**src/rtl/pin_evt_pkg.sv**
```systemverilog
`timescale 1ns/1ps
package pin_evt_pkg;
    typedef enum logic {
        FLT_STEADY = 1'b0,
        FLT_COUNT  = 1'b1
    } flt_state_t;
endpackage

```
**src/rtl/pin_sync.sv**
```systemverilog
`timescale 1ns/1ps
module pin_sync #(
    parameter int STAGES = 2
) (
    input  logic clk,
    input  logic rst_n,
    input  logic d,
    output logic q
);
    logic [STAGES-1:0] chain_q;

    always_ff @(posedge clk or negedge rst_n) begin
        if (!rst_n) chain_q <= '0;
        else        chain_q <= {chain_q[STAGES-2:0], d};
    end

    assign q = chain_q[STAGES-1];
endmodule

```
**src/rtl/pin_glitch_filter.sv**
```systemverilog
`timescale 1ns/1ps
module pin_glitch_filter
    import pin_evt_pkg::*;
#(
    parameter int FILT_LEN = 4
) (
    input  logic clk,
    input  logic rst_n,
    input  logic lvl,
    output logic filt,
    output logic toggled
);
    localparam int CW = (FILT_LEN > 2) ? $clog2(FILT_LEN) : 1;
    localparam logic [CW-1:0] LAST = CW'(FILT_LEN - 1);

    flt_state_t    state_q, state_d;
    logic [CW-1:0] cnt_q, cnt_d;
    logic          filt_q, tog_q, flip, diff;

    assign diff = (lvl != filt_q);

    // state register
    always_ff @(posedge clk or negedge rst_n) begin
        if (!rst_n) begin
            state_q <= FLT_STEADY;
            cnt_q   <= '0;
        end else begin
            state_q <= state_d;
            cnt_q   <= cnt_d;
        end
    end

    // transitions
    always_comb begin
        state_d = state_q;
        cnt_d   = cnt_q;
        flip    = 1'b0;
        unique case (state_q)
            FLT_STEADY: begin
                if (diff) begin
                    cnt_d   = CW'(1);
                    state_d = FLT_COUNT;
                end
            end
            FLT_COUNT: begin
                if (!diff) begin
                    cnt_d   = '0;
                    state_d = FLT_STEADY;
                end else if (cnt_q == LAST) begin
                    flip    = 1'b1;
                    cnt_d   = '0;
                    state_d = FLT_STEADY;
                end else begin
                    cnt_d = cnt_q + CW'(1);
                end
            end
            default: state_d = FLT_STEADY;
        endcase
    end

    // outputs
    always_ff @(posedge clk or negedge rst_n) begin
        if (!rst_n) begin
            filt_q <= 1'b0;
            tog_q  <= 1'b0;
        end else begin
            filt_q <= filt_q ^ flip;
            tog_q  <= flip;
        end
    end

    assign filt    = filt_q;
    assign toggled = tog_q;

    // accepted level only moves after a mismatch run seen in counting state
    a_r3_flip_after_run: assert property (@(posedge clk) disable iff (!rst_n)
        (filt_q != $past(filt_q)) |-> ($past(state_q) == FLT_COUNT && $past(lvl) != $past(filt_q)));

    // change pulse lasts a single cycle
    a_r4_toggle_single: assert property (@(posedge clk) disable iff (!rst_n)
        tog_q |=> !tog_q);
endmodule

```
**src/rtl/pin_evt_regs.sv**
```systemverilog
`timescale 1ns/1ps
module pin_evt_regs #(
    parameter int NPINS = 8
) (
    input  logic             clk,
    input  logic             rst_n,
    input  logic [NPINS-1:0] filt,
    input  logic [NPINS-1:0] toggled,
    input  logic             en_wr,
    input  logic [NPINS-1:0] en_data,
    input  logic             pol_wr,
    input  logic [NPINS-1:0] pol_data,
    input  logic             clr_wr,
    input  logic [NPINS-1:0] clr_data,
    output logic [NPINS-1:0] flags,
    output logic [NPINS-1:0] en,
    output logic [NPINS-1:0] pol,
    output logic             irq
);
    logic [NPINS-1:0] flags_q, en_q, pol_q, set_vec, clr_vec;

    for (genvar i = 0; i < NPINS; i++) begin : g_match
        assign set_vec[i] = toggled[i] & (filt[i] == pol_q[i]);
    end

    assign clr_vec = clr_wr ? clr_data : '0;

    always_ff @(posedge clk or negedge rst_n) begin
        if (!rst_n) begin
            flags_q <= '0;
            en_q    <= '0;
            pol_q   <= '0;
        end else begin
            flags_q <= (flags_q & ~clr_vec) | set_vec;
            if (en_wr)  en_q  <= en_data;
            if (pol_wr) pol_q <= pol_data;
        end
    end

    assign flags = flags_q;
    assign en    = en_q;
    assign pol   = pol_q;
    assign irq   = |(flags_q & en_q);

    // a qualified change always lands, even against a clear
    a_r7_set_wins: assert property (@(posedge clk) disable iff (!rst_n)
        (set_vec != '0) |=> ((flags_q & $past(set_vec)) == $past(set_vec)));

    // no flag appears without a qualified change
    a_r6_no_spurious_set: assert property (@(posedge clk) disable iff (!rst_n)
        ((flags_q & ~$past(flags_q) & ~$past(set_vec)) == '0));

    // without a clear strobe, set flags stay set
    a_r6_flags_sticky: assert property (@(posedge clk) disable iff (!rst_n)
        !clr_wr |=> ((flags_q & $past(flags_q)) == $past(flags_q)));
endmodule

```
**src/rtl/pin_event_ctrl.sv**
```systemverilog
`timescale 1ns/1ps
module pin_event_ctrl #(
    parameter int NPINS       = 8,
    parameter int FILT_LEN    = 4,
    parameter int SYNC_STAGES = 2
) (
    input  logic             clk,
    input  logic             rst_n,
    input  logic [NPINS-1:0] pin_i,
    input  logic             lowpwr_i,
    input  logic             en_wr_i,
    input  logic [NPINS-1:0] en_data_i,
    input  logic             pol_wr_i,
    input  logic [NPINS-1:0] pol_data_i,
    input  logic             clr_wr_i,
    input  logic [NPINS-1:0] clr_data_i,
    output logic             irq_o,
    output logic             wake_o,
    output logic [NPINS-1:0] flags_o,
    output logic [NPINS-1:0] en_o,
    output logic [NPINS-1:0] pol_o
);
    logic [NPINS-1:0] sync_lvl, filt_lvl, filt_tog;

    for (genvar i = 0; i < NPINS; i++) begin : g_pin
        pin_sync #(.STAGES(SYNC_STAGES)) u_sync (
            .clk (clk),
            .rst_n (rst_n),
            .d (pin_i[i]),
            .q (sync_lvl[i])
        );
        pin_glitch_filter #(.FILT_LEN(FILT_LEN)) u_filt (
            .clk     (clk),
            .rst_n   (rst_n),
            .lvl     (sync_lvl[i]),
            .filt    (filt_lvl[i]),
            .toggled (filt_tog[i])
        );
    end

    pin_evt_regs #(.NPINS(NPINS)) u_regs (
        .clk      (clk),
        .rst_n    (rst_n),
        .filt     (filt_lvl),
        .toggled  (filt_tog),
        .en_wr    (en_wr_i),
        .en_data  (en_data_i),
        .pol_wr   (pol_wr_i),
        .pol_data (pol_data_i),
        .clr_wr   (clr_wr_i),
        .clr_data (clr_data_i),
        .flags    (flags_o),
        .en       (en_o),
        .pol      (pol_o),
        .irq      (irq_o)
    );

    assign wake_o = irq_o & lowpwr_i;

    // request only while some enabled pin holds a flag
    a_r2_irq_source: assert property (@(posedge clk) disable iff (!rst_n)
        irq_o |-> ((flags_o & en_o) != '0));
endmodule

```
**config.mk**
```make
export PLATFORM = sky130hd
export DESIGN_NAME = pin_event_ctrl
export DESIGN_NICKNAME = d
export VERILOG_FILES = /design/src/rtl/pin_evt_pkg.sv /design/src/rtl/pin_sync.sv /design/src/rtl/pin_glitch_filter.sv /design/src/rtl/pin_evt_regs.sv /design/src/rtl/pin_event_ctrl.sv
export SDC_FILE = /design/constraint.sdc
export NUM_CORES = 1
export LEC_CHECK = 0
export BUFFER_PORTS_ARGS = -buffer_cell sky130_fd_sc_hd__buf_2
export CAP_MARGIN = 40
export CORE_ASPECT_RATIO = 0.5
export CORE_MARGIN = 4
export CORE_UTILIZATION = 48
export DETAILED_ROUTE_END_ITERATION = 6
export PLACE_DENSITY = 0.74
export SYNTH_ARGS = -nofsm -noshare
export SYNTH_HDL_FRONTEND = slang
export SYNTH_SLANG_ARGS = --single-unit
export TNS_END_PERCENT = 20
```
**constraint.sdc**
```tcl
create_clock -name clk -period 1.21 [get_ports clk]
set_clock_uncertainty 0.15 [all_clocks]
set_input_delay 0.242 -clock clk [delete_from_list [all_inputs] [get_ports clk]]
set_output_delay 0.242 -clock clk [all_outputs]
set_load 0.01 [all_outputs]
```
==> results_tabular.tex, run 1 <==
\begin{tabular}{lr}
\hline
Metric & Value \\
\hline
\multicolumn{2}{l}{\textbf{Synth}} \\
Xor/xnor cell area share of the yosys netlist & 6.766\% \\
Area share of the largest cell type after synthesis & 64.44\% \\
Simple logic cell fraction of the synthesized area & 5.679\% \\
Synthesized-area fraction occupied by ao, oa, aoi and oai cells & 8.014\% \\
Share of cell area taken by muxes after synthesis & 11.28\% \\
Predominant post-synthesis flop cell & sky130\_fd\_sc\_hd\_\_dfrtp\_1 \\
Post-synthesis average cell area & 13.75 µm² \\
Cell type with the largest total area after synthesis & sky130\_fd\_sc\_hd\_\_dfrtp\_1 \\
Top cells by instance count after synthesis & sky130\_fd\_sc\_hd\_\_dfrtp\_1, sky130\_fd\_sc\_hd\_\_mux2\_2, sky130\_fd\_sc\_hd\_\_nand2\_1 \\
Post-synth EDFFs & 0 \\
Number of distinct standard cells referenced by the synthesized netlist & 19 \\
Cell with the most instances after synthesis & sky130\_fd\_sc\_hd\_\_dfrtp\_1 \\
Count of synthesis-stage warnings from yosys & 0 \\
Syn nets & 272 \\
Largest cells by area after synthesis & sky130\_fd\_sc\_hd\_\_dfrtp\_1, sky130\_fd\_sc\_hd\_\_mux2\_2, sky130\_fd\_sc\_hd\_\_xnor2\_1 \\
Register area share after synthesis & 64.44\% \\
Fraction of the mapped netlist area in adder cells & 3.222\% \\
Number of cells produced by synthesis & 226 \\
Largest family of logic cells by synthesized area & multiplexers \\
Netlist area before placement & 3107 µm² \\
Proportion of synthesized flip-flops having asynchronous set or reset & 100.0\% \\
Flops \& latches, synth & 80 \\
\multicolumn{2}{l}{\textbf{STA}} \\
Final Critical Period & 1.722 ns \\
Maximum clock frequency & 580.8 MHz \\
Unrepaired setup endpoints after global routing & true \\
Setup violators final & 36 \\
Portion of the clock cycle consumed by the worst path in the final layout & 142.3\% \\
Final TNS setup & -4.707 ns \\
Worst slew margin & 81.43\% \\
Max Transition Viols Final & 0 \\
Final hold slack & 0.01087 ns \\
Hold Fails Final Rpt & 0 \\
Setup slack of the critical path after layout & -0.5118 ns \\
Worst slew pin tran & 0.2785 ns \\
\multicolumn{2}{l}{\textbf{Route}} \\
Detail Route Antenna Nets & 0 \\
DRT Wirelength & 8110 µm \\
Via count & 2,208 \\
Routed via count divided by cell count & 5.007 \\
Routed wire per std cell & 18.39 µm \\
Total DRC errors in the routed layout & 0 \\
Iter 0 DRT Violations & 178 \\
Detailed-router iteration count before antenna repair & 4 \\
\multicolumn{2}{l}{\textbf{Run status}} \\
Status & finished, violations left \\
Violations in the final reports & setup timing \\
\multicolumn{2}{l}{\textbf{Floorplanning}} \\
Area of the die & 7901 µm² \\
Standard-cell rows & 20 \\
Die Y-Extent & 64.89 µm \\
I/O pin cnt & 64 \\
Width of the die & 121.8 µm \\
Floorplan Core Area & 6181 µm² \\
Initial Util & 50.26\% \\
\multicolumn{2}{l}{\textbf{Pwr}} \\
Maximum vdd ir drop & 0.9168 mV \\
Pleak & 2.117 nW \\
Power density over cell area & 2138 nW/µm² \\
\multicolumn{2}{l}{\textbf{Global routing}} \\
Maximum number of pins on one net before global-route repair & 46 \\
Overall Global Routing Usage & 21.09\% \\
Global-route wire length before repair & 12,480 µm \\
Antenna violations before repair & 0 \\
Via count of the first global-routing pass & 2,539 \\
Grt total ovfl & 0 \\
\multicolumn{2}{l}{\textbf{Clock tree}} \\
H-Tree Level Count & 3 \\
Root buffer cell & sky130\_fd\_sc\_hd\_\_clkbuf\_16 \\
Inserted Clock Buffers & 9 \\
Clock sink count & 80 \\
Maximum count of clock buffers along a single path & 2 \\
Clock network latency to the later pin of the worst-skew pair & 0.33 ns \\
Clock-pin slew on the worst setup and hold paths & 0.06 ns \\
CTS tree & done \\
\multicolumn{2}{l}{\textbf{Hold path}} \\
Hold\_sp & pol\_data\_i[7] \\
Worst hold path endpoint & u\_regs.pol[7] \\
Hold-critical path depth & 2 \\
Path category of the worst min-delay check & in -> reg \\
\multicolumn{2}{l}{\textbf{Setup path}} \\
CP Launch Type & flop \\
Reg-to-reg endpoint & g\_pin[2].u\_filt.filt \\
Slack of the worst reg-to-reg path & -0.10 ns \\
Cell depth of the worst flop-to-flop path & 3 \\
RR Startpoint & g\_pin[2].u\_filt.cnt\_q[0] \\
Data arrival time at the worst-slack endpoint & 1.33 ns \\
Maximum fanout along the worst path & 2 \\
Kind of end point of the critical path & output port \\
Worst setup path class & reg -> out \\
Required time of the worst setup path & 0.82 ns \\
\multicolumn{2}{l}{\textbf{Flow run}} \\
Max-capacitance violation count & 0 \\
\multicolumn{2}{l}{\textbf{Finish}} \\
Final layout net count & 394 \\
Layout overhead on the synthesized area & 47.12\% \\
Post-Route Utilization & 73.95\% \\
Inserted Diodes & 0 \\
Layout cells sized above 1 & 45.89\% \\
\multicolumn{2}{l}{\textbf{Place}} \\
Final Wtd Congestion & 0.7970 \\
Estimated wirelength of the detail-placed design & 4621 µm \\
Number of I/O port buffers & 63 \\
\hline
\end{tabular}
kinds of logic (layout without fill, tap and decap cells):
group           after synthesis  count (layout)
flops                        80              80
simple gates                 41              41
compound gates               37              37
mux                          32              32
xor+xnor                     24              24
fa+ha+maj                     8               8
buf+inv                       4             131
worst max-delay path, stage by stage, from the launching register on:
cell                      delay, ns
sky130_fd_sc_hd__dfrtp_1       0.41
sky130_fd_sc_hd__a22oi_2       0.28
sky130_fd_sc_hd__a41oi_2       0.14
sky130_fd_sc_hd__buf_2         0.17
sequential cells by signal (all words and copies together) (netlist names):
name and cells:
g_pin.u_filt.cnt_q 16, g_pin.u_filt.filt 8, g_pin.u_filt.state_q 8, g_pin.u_filt.toggled 8, g_pin.u_sync.chain_q 16, u_regs.en 8, u_regs.flags 8, u_regs.pol 8
what timing repair did:
item                                    CTS  global route
endpoints found under the setup margin   37            43
hold endpoints to repair                 97             1
pin swaps                                 4             8
buffers inserted                          5             3
gates resized for setup                  48            19
hold buffers                             18             1
cloned                                    0             0
routing by layer:
metal / wire, µm / GRT usage [%]
met1: 3262 / 23.21
met2: 4297 / 37.91
met3: 320 / 6.190
met4: 230 / 9.777
met5: 0 / 0
worst max-delay path by stage:
stage / end / depth (start not counted) / startpoint
final: wake_o / 3 / u_regs.flags[0]
after CTS: wake_o / 3 / u_regs.flags[6]
after detailed placement: wake_o / 3 / u_regs.en[4]
after global routing: wake_o / 3 / u_regs.flags[0]
after floorplan: g_pin[1].u_filt.filt / 3 / g_pin[1].u_filt.cnt_q[0]
after global placement: wake_o / 3 / u_regs.en[0]
placed cells by master (no fill, tap or decap), types with 9 or more instances in the layout:
cell / n
sky130_fd_sc_hd__buf_2: 44
sky130_fd_sc_hd__buf_4: 15
sky130_fd_sc_hd__buf_6: 34
sky130_fd_sc_hd__clkbuf_16: 9
sky130_fd_sc_hd__dfrtp_1: 80
sky130_fd_sc_hd__dlygate4sd3_1: 19
sky130_fd_sc_hd__mux2_2: 20
sky130_fd_sc_hd__nand2_1: 15
sky130_fd_sc_hd__nand2_2: 9
sky130_fd_sc_hd__xnor2_1: 16
metrics by stage:
stage          instances  setup WS (ns)  instance area (µm²)  power [mW]
2_1_floorplan        226       -0.01038                 3127       5.478
3_3_place_gp         403        -0.1139                 3782       6.300
3_5_place_dp         403        -0.1095                 3782       6.543
4_1_cts              440        -0.4150                 4456       9.414
5_1_grt              441        -0.5627                 4571       10.30
6_report             441        -0.5118                 4571       9.772
final cells by class:
type                            count  area, µm²
Clock buffer                       11      232.7
Clock inverter                      5      33.78
Fill cell                         376       1610
Inverter                            1      3.754
Multi-Input combinational cell    142       1242
Sequential cell                    80       2002
Tap cell                           88      110.1
Timing Repair Buffer              114      945.9
where the power goes:
part | internal [mW] | leakage (nW) | switching, mW
registers | 3.36 | 0.983 | 0.813
logic | 1.85 | 1.01 | 1.32
clock network | 1.39 | 0.126 | 1.05
total | 6.59 | 2.12 | 3.18
(Power assumes the default switching activity.)
==> inputs of run 2 (changes only) <==
--- a/config.mk
+++ b/config.mk
@@ -10,6 +10,7 @@
 export CORE_ASPECT_RATIO = 0.5
 export CORE_MARGIN = 4
 export CORE_UTILIZATION = 48
+export CTS_BUF_LIST = sky130_fd_sc_hd__clkbuf_4 sky130_fd_sc_hd__clkbuf_8 sky130_fd_sc_hd__clkbuf_16
 export DETAILED_ROUTE_END_ITERATION = 6
 export PLACE_DENSITY = 0.74
 export SYNTH_ARGS = -nofsm -noshare
==> results_tabular.tex, run 2 (synthesis results as in run 1) <==
\begin{tabular}{lr}
\hline
Metric & Value \\
\hline
\multicolumn{2}{l}{\textbf{Run status}} \\
Status & finished, violations left (unchanged) \\
Violations in the final reports & setup timing (unchanged) \\
\multicolumn{2}{l}{\textbf{Pwr}} \\
Pleak & 2.135 nW (was 2.117 nW) \\
Clock share of power & 25.5\% (was 24.9\%) \\
Relative contribution of combinational cells to total power & 32.3\% (was 32.4\%) \\
Power density over cell area & 2144 nW/µm² (was 2138 nW/µm²) \\
Overall Power & 9.858 mW (was 9.772 mW) \\
Part of the power in registers & 42.2\% (was 42.7\%) \\
Maximum vdd ir drop & 0.9303 mV (was 0.9168 mV) \\
Net load switching power & 3.215 mW (was 3.183 mW) \\
Internal Dissipation & 6.643 mW (was 6.590 mW) \\
Net switching fraction of the power & 32.61\% (was 32.57\%) \\
\multicolumn{2}{l}{\textbf{Global routing}} \\
Global-route wire length before repair & 12,570 µm (was 12,480 µm) \\
Via count of the first global-routing pass & 2,544 (was 2,539) \\
Maximum number of pins on one net before global-route repair & 46 (unchanged) \\
Grt total ovfl & 0 (unchanged) \\
Met1 usage & 23.60\% (was 23.21\%) \\
Most Crowded Layer GR & met2 (unchanged) \\
Met2 Track Usage GR & 38.67\% (was 37.91\%) \\
Met3 usage & 6.364\% (was 6.190\%) \\
Overall Global Routing Usage & 21.22\% (was 21.09\%) \\
Antenna violations before repair & 0 (unchanged) \\
\multicolumn{2}{l}{\textbf{Hold path}} \\
Path category of the worst min-delay check & in -> reg (unchanged) \\
Hold\_sp & pol\_data\_i[7] (unchanged) \\
\multicolumn{2}{l}{\textbf{Clock tree}} \\
H-Tree Level Count & 3 (unchanged) \\
Maximum count of clock buffers along a single path & 2 (unchanged) \\
Clock-pin slew on the worst setup and hold paths & 0.07 ns (was 0.06 ns) \\
Root buffer cell & sky130\_fd\_sc\_hd\_\_clkbuf\_16 (unchanged) \\
Clock sink count & 80 (unchanged) \\
Clock network latency to the later pin of the worst-skew pair & 0.34 ns (was 0.33 ns) \\
CTS tree & done (unchanged) \\
Inserted Clock Buffers & 9 (unchanged) \\
\multicolumn{2}{l}{\textbf{STA}} \\
Final hold slack & 0.006084 ns (was 0.01087 ns) \\
Worst slew pin tran & 0.2938 ns (was 0.2785 ns) \\
Setup violators final & 35 (was 36) \\
Max Transition Viols Final & 0 (unchanged) \\
Unrepaired setup endpoints after global routing & true (unchanged) \\
Final Critical Period & 1.734 ns (was 1.722 ns) \\
Setup slack of the critical path after layout & -0.5242 ns (was -0.5118 ns) \\
Worst slew margin & 80.27\% (was 81.43\%) \\
Hold Fails Final Rpt & 0 (unchanged) \\
Maximum clock frequency & 576.6 MHz (was 580.8 MHz) \\
Portion of the clock cycle consumed by the worst path in the final layout & 143.3\% (was 142.3\%) \\
\multicolumn{2}{l}{\textbf{Setup path}} \\
Data arrival time at the worst-slack endpoint & 1.34 ns (was 1.33 ns) \\
Required time of the worst setup path & 0.82 ns (about the same) \\
CP Launch Type & flop (unchanged) \\
Maximum fanout along the worst path & 2 (unchanged) \\
Kind of end point of the critical path & output port (unchanged) \\
Worst setup path class & reg -> out (unchanged) \\
RR Startpoint & g\_pin[2].u\_filt.cnt\_q[0] (unchanged) \\
Slack of the worst reg-to-reg path & -0.11 ns (was -0.10 ns) \\
Worst setup path start & u\_regs.en[2] (was u\_regs.flags[0]) \\
\multicolumn{2}{l}{\textbf{Floorplanning}} \\
Floorplan Core Area & 6181 µm² (unchanged) \\
Die Y-Extent & 64.89 µm (unchanged) \\
Area of the die & 7901 µm² (unchanged) \\
Standard-cell rows & 20 (unchanged) \\
Width of the die & 121.8 µm (unchanged) \\
I/O pin cnt & 64 (unchanged) \\
Initial Util & 50.26\% (unchanged) \\
\multicolumn{2}{l}{\textbf{Route}} \\
Via count & 2,285 (was 2,208) \\
Detailed-router iteration count before antenna repair & 5 (was 4) \\
DRT Wirelength & 8282 µm (was 8110 µm) \\
Total DRC errors in the routed layout & 0 (unchanged) \\
Iter 0 DRT Violations & 209 (was 178) \\
Detail Route Antenna Nets & 0 (unchanged) \\
Routed via count divided by cell count & 5.158 (was 5.007) \\
Routed wire per std cell & 18.70 µm (was 18.39 µm) \\
\multicolumn{2}{l}{\textbf{Finish}} \\
Final layout net count & 396 (was 394) \\
Registers with the most flip-flops & g\_pin.u\_filt.cnt\_q: 16 flops, g\_pin.u\_sync.chain\_q: 16 flops (unchanged) \\
Count of fill cells added during filler insertion & 378 (was 376) \\
Layout overhead on the synthesized area & 47.97\% (was 47.12\%) \\
Layout cells sized above 1 & 46.76\% (was 45.89\%) \\
Most common cell after layout, fill and taps aside & sky130\_fd\_sc\_hd\_\_dfrtp\_1 (unchanged) \\
Commonest non-fill, non-tap cells in the layout & sky130\_fd\_sc\_hd\_\_dfrtp\_1, sky130\_fd\_sc\_hd\_\_buf\_2, sky130\_fd\_sc\_hd\_\_buf\_6 (unchanged) \\
Inserted Diodes & 0 (unchanged) \\
\multicolumn{2}{l}{\textbf{Place}} \\
Final Wtd Congestion & 0.7970 (unchanged) \\
Estimated wirelength of the detail-placed design & 4621 µm (unchanged) \\
Number of I/O port buffers & 63 (unchanged) \\
\multicolumn{2}{l}{\textbf{Flow run}} \\
Max-capacitance violation count & 0 (unchanged) \\
\hline
\end{tabular}
## run 2: final timing paths
path | to | cells after the start
worst min-delay path | u_regs.pol[7] | 2
worst max register to register | g_pin[2].u_filt.filt | 3
worst min register to register | g_pin[3].u_sync.chain_q[1] | 0
max in group asynchronous | g_pin[4].u_filt.cnt_q[1] | 3
min in group asynchronous | g_pin[7].u_filt.cnt_q[1] | 3
worst max-delay path | wake_o | 3
## run 2: power by group through the flow
stage | clock (mW) | sequential (mW) | combinational (mW)
after floorplan | 0 | 3.97 | 1.51
after global placement | 0 | 3.94 | 2.36
after global routing | 2.66 | 4.24 | 3.45
after detailed placement | 0 | 4.03 | 2.52
after CTS | 2.49 | 4.05 | 2.91
final | 2.51 | 4.16 | 3.18
## run 2: layout make-up
cell class	instances	area [µm²]	share of cell area [%]
flip-flops and latches	80	2002	43.55
multi-input cells	142	1242	27.03
repair buffers	116	964.7	20.99
clock buffers	11	240.2	5.226
well taps	88	110.1	2.395
clock inverters	5	33.78	0.7349
inverters	1	3.754	0.08165
## run 2: through the flow
step | util, % | std cells | TNS (ns) | worst slack, ns | instance area, µm²
final | 74.37 | 443 | -5.149 | -0.5242 | 4597
after global routing | 74.37 | 443 | -6.056 | -0.5631 | 4597
after CTS | 72.21 | 440 | -4.356 | -0.4150 | 4463
after detailed placement | 61.19 | 403 | -0.6441 | -0.1095 | 3782
after global placement | 61.19 | 403 | -0.3552 | -0.1139 | 3782
after floorplan | - | 226 | -0.05088 | -0.01038 | 3127
## run 2: critical path: stages (launching register included)
cell and delay [ns]:
sky130_fd_sc_hd__dfrtp_1 0.41, sky130_fd_sc_hd__a22oi_2 0.27, sky130_fd_sc_hd__a41oi_2 0.15, sky130_fd_sc_hd__buf_2 0.17
## run 2: per-layer routing
layer,share of wire (%),vias to the layer above
met5,0,-
met4,4.1,0
met3,5.8,35
met2,52,80
met1,38,1139
li1,-,1031
## run 2: repair_timing
| action | in CTS | in global routing |
|---|---|---|
| hold buffers | 18 | 1 |
| endpoints found under the hold margin | 97 | 1 |
| gates resized for setup | 48 | 20 |
| pin swaps | 4 | 10 |
| setup buffers | 5 | 5 |
| endpoints found under the setup margin | 37 | 43 |
==> inputs of run 3 (changes only) <==
--- a/config.mk
+++ b/config.mk
@@ -8,7 +8,6 @@
 export BUFFER_PORTS_ARGS = -buffer_cell sky130_fd_sc_hd__buf_2
 export CAP_MARGIN = 40
 export CORE_ASPECT_RATIO = 0.5
-export CORE_MARGIN = 4
 export CORE_UTILIZATION = 48
 export CTS_BUF_LIST = sky130_fd_sc_hd__clkbuf_4 sky130_fd_sc_hd__clkbuf_8 sky130_fd_sc_hd__clkbuf_16
 export DETAILED_ROUTE_END_ITERATION = 6
==> results_tabular.tex, run 3 (synthesis results as in run 1) <==
\begin{tabular}{lr}
\hline
Metric & Value \\
\hline
\multicolumn{2}{l}{\textbf{Setup path}} \\
Cell depth of the worst flop-to-flop path & 3 (unchanged) \\
CP Launch Type & flop (unchanged) \\
Required time of the worst setup path & 0.82 ns (about the same) \\
Maximum fanout along the worst path & 2 (unchanged) \\
Worst setup path class & reg -> out (unchanged) \\
Reg-to-reg endpoint & g\_pin[2].u\_filt.filt (unchanged) \\
Kind of end point of the critical path & output port (unchanged) \\
RR Startpoint & g\_pin[2].u\_filt.cnt\_q[0] (unchanged) \\
Slack of the worst reg-to-reg path & -0.08 ns (was -0.11 ns) \\
Data arrival time at the worst-slack endpoint & 1.30 ns (was 1.34 ns) \\
\multicolumn{2}{l}{\textbf{Pwr}} \\
Pleak & 2.136 nW (was 2.135 nW) \\
Maximum vdd ir drop & 0.8843 mV (was 0.9303 mV) \\
Power density over cell area & 2150 nW/µm² (was 2144 nW/µm²) \\
\multicolumn{2}{l}{\textbf{Finish}} \\
Inserted Diodes & 0 (unchanged) \\
Most common cell after layout, fill and taps aside & sky130\_fd\_sc\_hd\_\_dfrtp\_1 (unchanged) \\
Final layout net count & 396 (unchanged) \\
Registers with the most flip-flops & g\_pin.u\_filt.cnt\_q: 16 flops, g\_pin.u\_sync.chain\_q: 16 flops (unchanged) \\
Post-Route Utilization & 74.23\% (was 74.37\%) \\
Layout overhead on the synthesized area & 47.08\% (was 47.97\%) \\
Layout cells sized above 1 & 46.18\% (was 46.76\%) \\
Commonest non-fill, non-tap cells in the layout & sky130\_fd\_sc\_hd\_\_dfrtp\_1, sky130\_fd\_sc\_hd\_\_buf\_2, sky130\_fd\_sc\_hd\_\_buf\_6 (unchanged) \\
\multicolumn{2}{l}{\textbf{Clock tree}} \\
Clock sink count & 80 (unchanged) \\
CTS tree & done (unchanged) \\
Clock network latency to the later pin of the worst-skew pair & 0.34 ns (about the same) \\
Root buffer cell & sky130\_fd\_sc\_hd\_\_clkbuf\_16 (unchanged) \\
Inserted Clock Buffers & 9 (unchanged) \\
H-Tree Level Count & 3 (unchanged) \\
Maximum count of clock buffers along a single path & 2 (unchanged) \\
Clock-pin slew on the worst setup and hold paths & 0.06 ns (was 0.07 ns) \\
\multicolumn{2}{l}{\textbf{Route}} \\
Detailed-router iteration count before antenna repair & 4 (was 5) \\
Routed wire per std cell & 17.68 µm (was 18.70 µm) \\
Iter 0 DRT Violations & 90 (was 209) \\
Detail Route Antenna Nets & 0 (unchanged) \\
DRT Wirelength & 7798 µm (was 8282 µm) \\
Total DRC errors in the routed layout & 0 (unchanged) \\
Via count & 2,281 (was 2,285) \\
Routed via count divided by cell count & 5.172 (was 5.158) \\
\multicolumn{2}{l}{\textbf{Floorplanning}} \\
Floorplan Core Area & 6156 µm² (was 6181 µm²) \\
I/O pin cnt & 64 (unchanged) \\
Initial Util & 50.47\% (was 50.26\%) \\
Area of the die & 6817 µm² (was 7901 µm²) \\
Die Y-Extent & 58.89 µm (was 64.89 µm) \\
Standard-cell rows & 20 (unchanged) \\
Width of the die & 115.8 µm (was 121.8 µm) \\
\multicolumn{2}{l}{\textbf{Hold path}} \\
Worst hold path endpoint & u\_regs.en[6] (was u\_regs.pol[7]) \\
Hold-critical path depth & 2 (unchanged) \\
Path category of the worst min-delay check & in -> reg (unchanged) \\
Hold\_sp & en\_data\_i[6] (was pol\_data\_i[7]) \\
\multicolumn{2}{l}{\textbf{STA}} \\
Portion of the clock cycle consumed by the worst path in the final layout & 140.2\% (was 143.3\%) \\
Worst slew margin & 81.33\% (was 80.27\%) \\
Hold Fails Final Rpt & 0 (unchanged) \\
Worst slew pin tran & 0.2780 ns (was 0.2938 ns) \\
Setup violators final & 35 (unchanged) \\
Maximum clock frequency & 589.3 MHz (was 576.6 MHz) \\
Final Critical Period & 1.697 ns (was 1.734 ns) \\
Max Transition Viols Final & 0 (unchanged) \\
Setup slack of the critical path after layout & -0.4868 ns (was -0.5242 ns) \\
Unrepaired setup endpoints after global routing & true (unchanged) \\
\multicolumn{2}{l}{\textbf{Global routing}} \\
Antenna violations before repair & 0 (unchanged) \\
Global-route wire length before repair & 11,600 µm (was 12,570 µm) \\
Overall Global Routing Usage & 23.78\% (was 21.22\%) \\
Grt total ovfl & 0 (unchanged) \\
Via count of the first global-routing pass & 2,339 (was 2,544) \\
Maximum number of pins on one net before global-route repair & 41 (was 46) \\
\multicolumn{2}{l}{\textbf{Place}} \\
Post-Place Worst Slack & -0.1726 ns (was -0.1095 ns) \\
Estimated wirelength of the detail-placed design & 4351 µm (was 4621 µm) \\
Number of I/O port buffers & 63 (unchanged) \\
Final Wtd Congestion & 0.7243 (was 0.7970) \\
\multicolumn{2}{l}{\textbf{Flow run}} \\
Max-capacitance violation count & 0 (unchanged) \\
\multicolumn{2}{l}{\textbf{Run status}} \\
Violations in the final reports & setup timing (unchanged) \\
Status & finished, violations left (unchanged) \\
\hline
\end{tabular}
[run 3: where the power goes]
part           internal (mW)  total, mW  leakage [nW]  switching [mW]
Clock                   1.59       2.62         0.138            1.03
Sequential              3.36       4.14         0.983           0.778
Combinational           1.80       3.07          1.02            1.27
Total                   6.75       9.82          2.14            3.08
[run 3: per-stage QoR]
step | setup TNS, ns | power (mW) | area, µm² | instances | hold slack, ns
after detailed placement | -0.7513 | 6.517 | 3787 | 402 | -0.08360
final | -4.517 | 9.824 | 4569 | 441 | 0.001381
after floorplan | -0.05088 | 5.478 | 3127 | 226 | -0.2036
after global placement | -0.4769 | 6.290 | 3787 | 402 | -0.08447
after CTS | -4.017 | 9.465 | 4458 | 438 | 0.004725
after global routing | -5.414 | 10.30 | 4569 | 441 | -0.007513
[run 3: how the worst max path moves through the flow]
stage                     cells after the start                      from              endpoint  slack (ns)
after floorplan                               3  g_pin[1].u_filt.cnt_q[0]  g_pin[1].u_filt.filt       -0.01
after global placement                        3           u_regs.flags[0]                wake_o       -0.17
after detailed placement                      3           u_regs.flags[0]                wake_o       -0.17
after CTS                                     3           u_regs.flags[0]                wake_o       -0.43
after global routing                          3           u_regs.flags[0]                wake_o       -0.50
final                                         3              u_regs.en[0]                wake_o       -0.49
[run 3: critical path, stage by stage (launching register included)]
cell and delay [ns]:
sky130_fd_sc_hd__dfrtp_1 0.42, sky130_fd_sc_hd__a22oi_2 0.23, sky130_fd_sc_hd__a41oi_2 0.15, sky130_fd_sc_hd__buf_2 0.16
[run 3: area by class of cell]
type	instances	area [µm²]
multi-input cells	142	1231
repair buffers	116	942.2
fillers	349	1587
flip-flops and latches	80	2002
clock inverters	4	47.55
clock buffers	10	232.7
well taps	88	110.1
inverters	1	3.754
[run 3: metal layers]
layer  up-vias  global-route usage (%)  wire length (µm)  part of all wire (%)
li1       1023                       -                 -                     -
met1      1167                   28.86              3104                    40
met2        68                   40.65              4061                    52
met3        23                   7.415               362                   4.6
met4         0                   8.974               270                   3.5
met5         -                       0                 0                     0
[run 3: repair_timing]
action / 4_1_cts / 5_1_grt
setup endpoints to repair: 35 / 44
endpoints found under the hold margin: 98 / 1
pin swaps: 5 / 7
gates resized for setup: 39 / 21
hold buffers: 19 / 1
setup buffers: 8 / 3
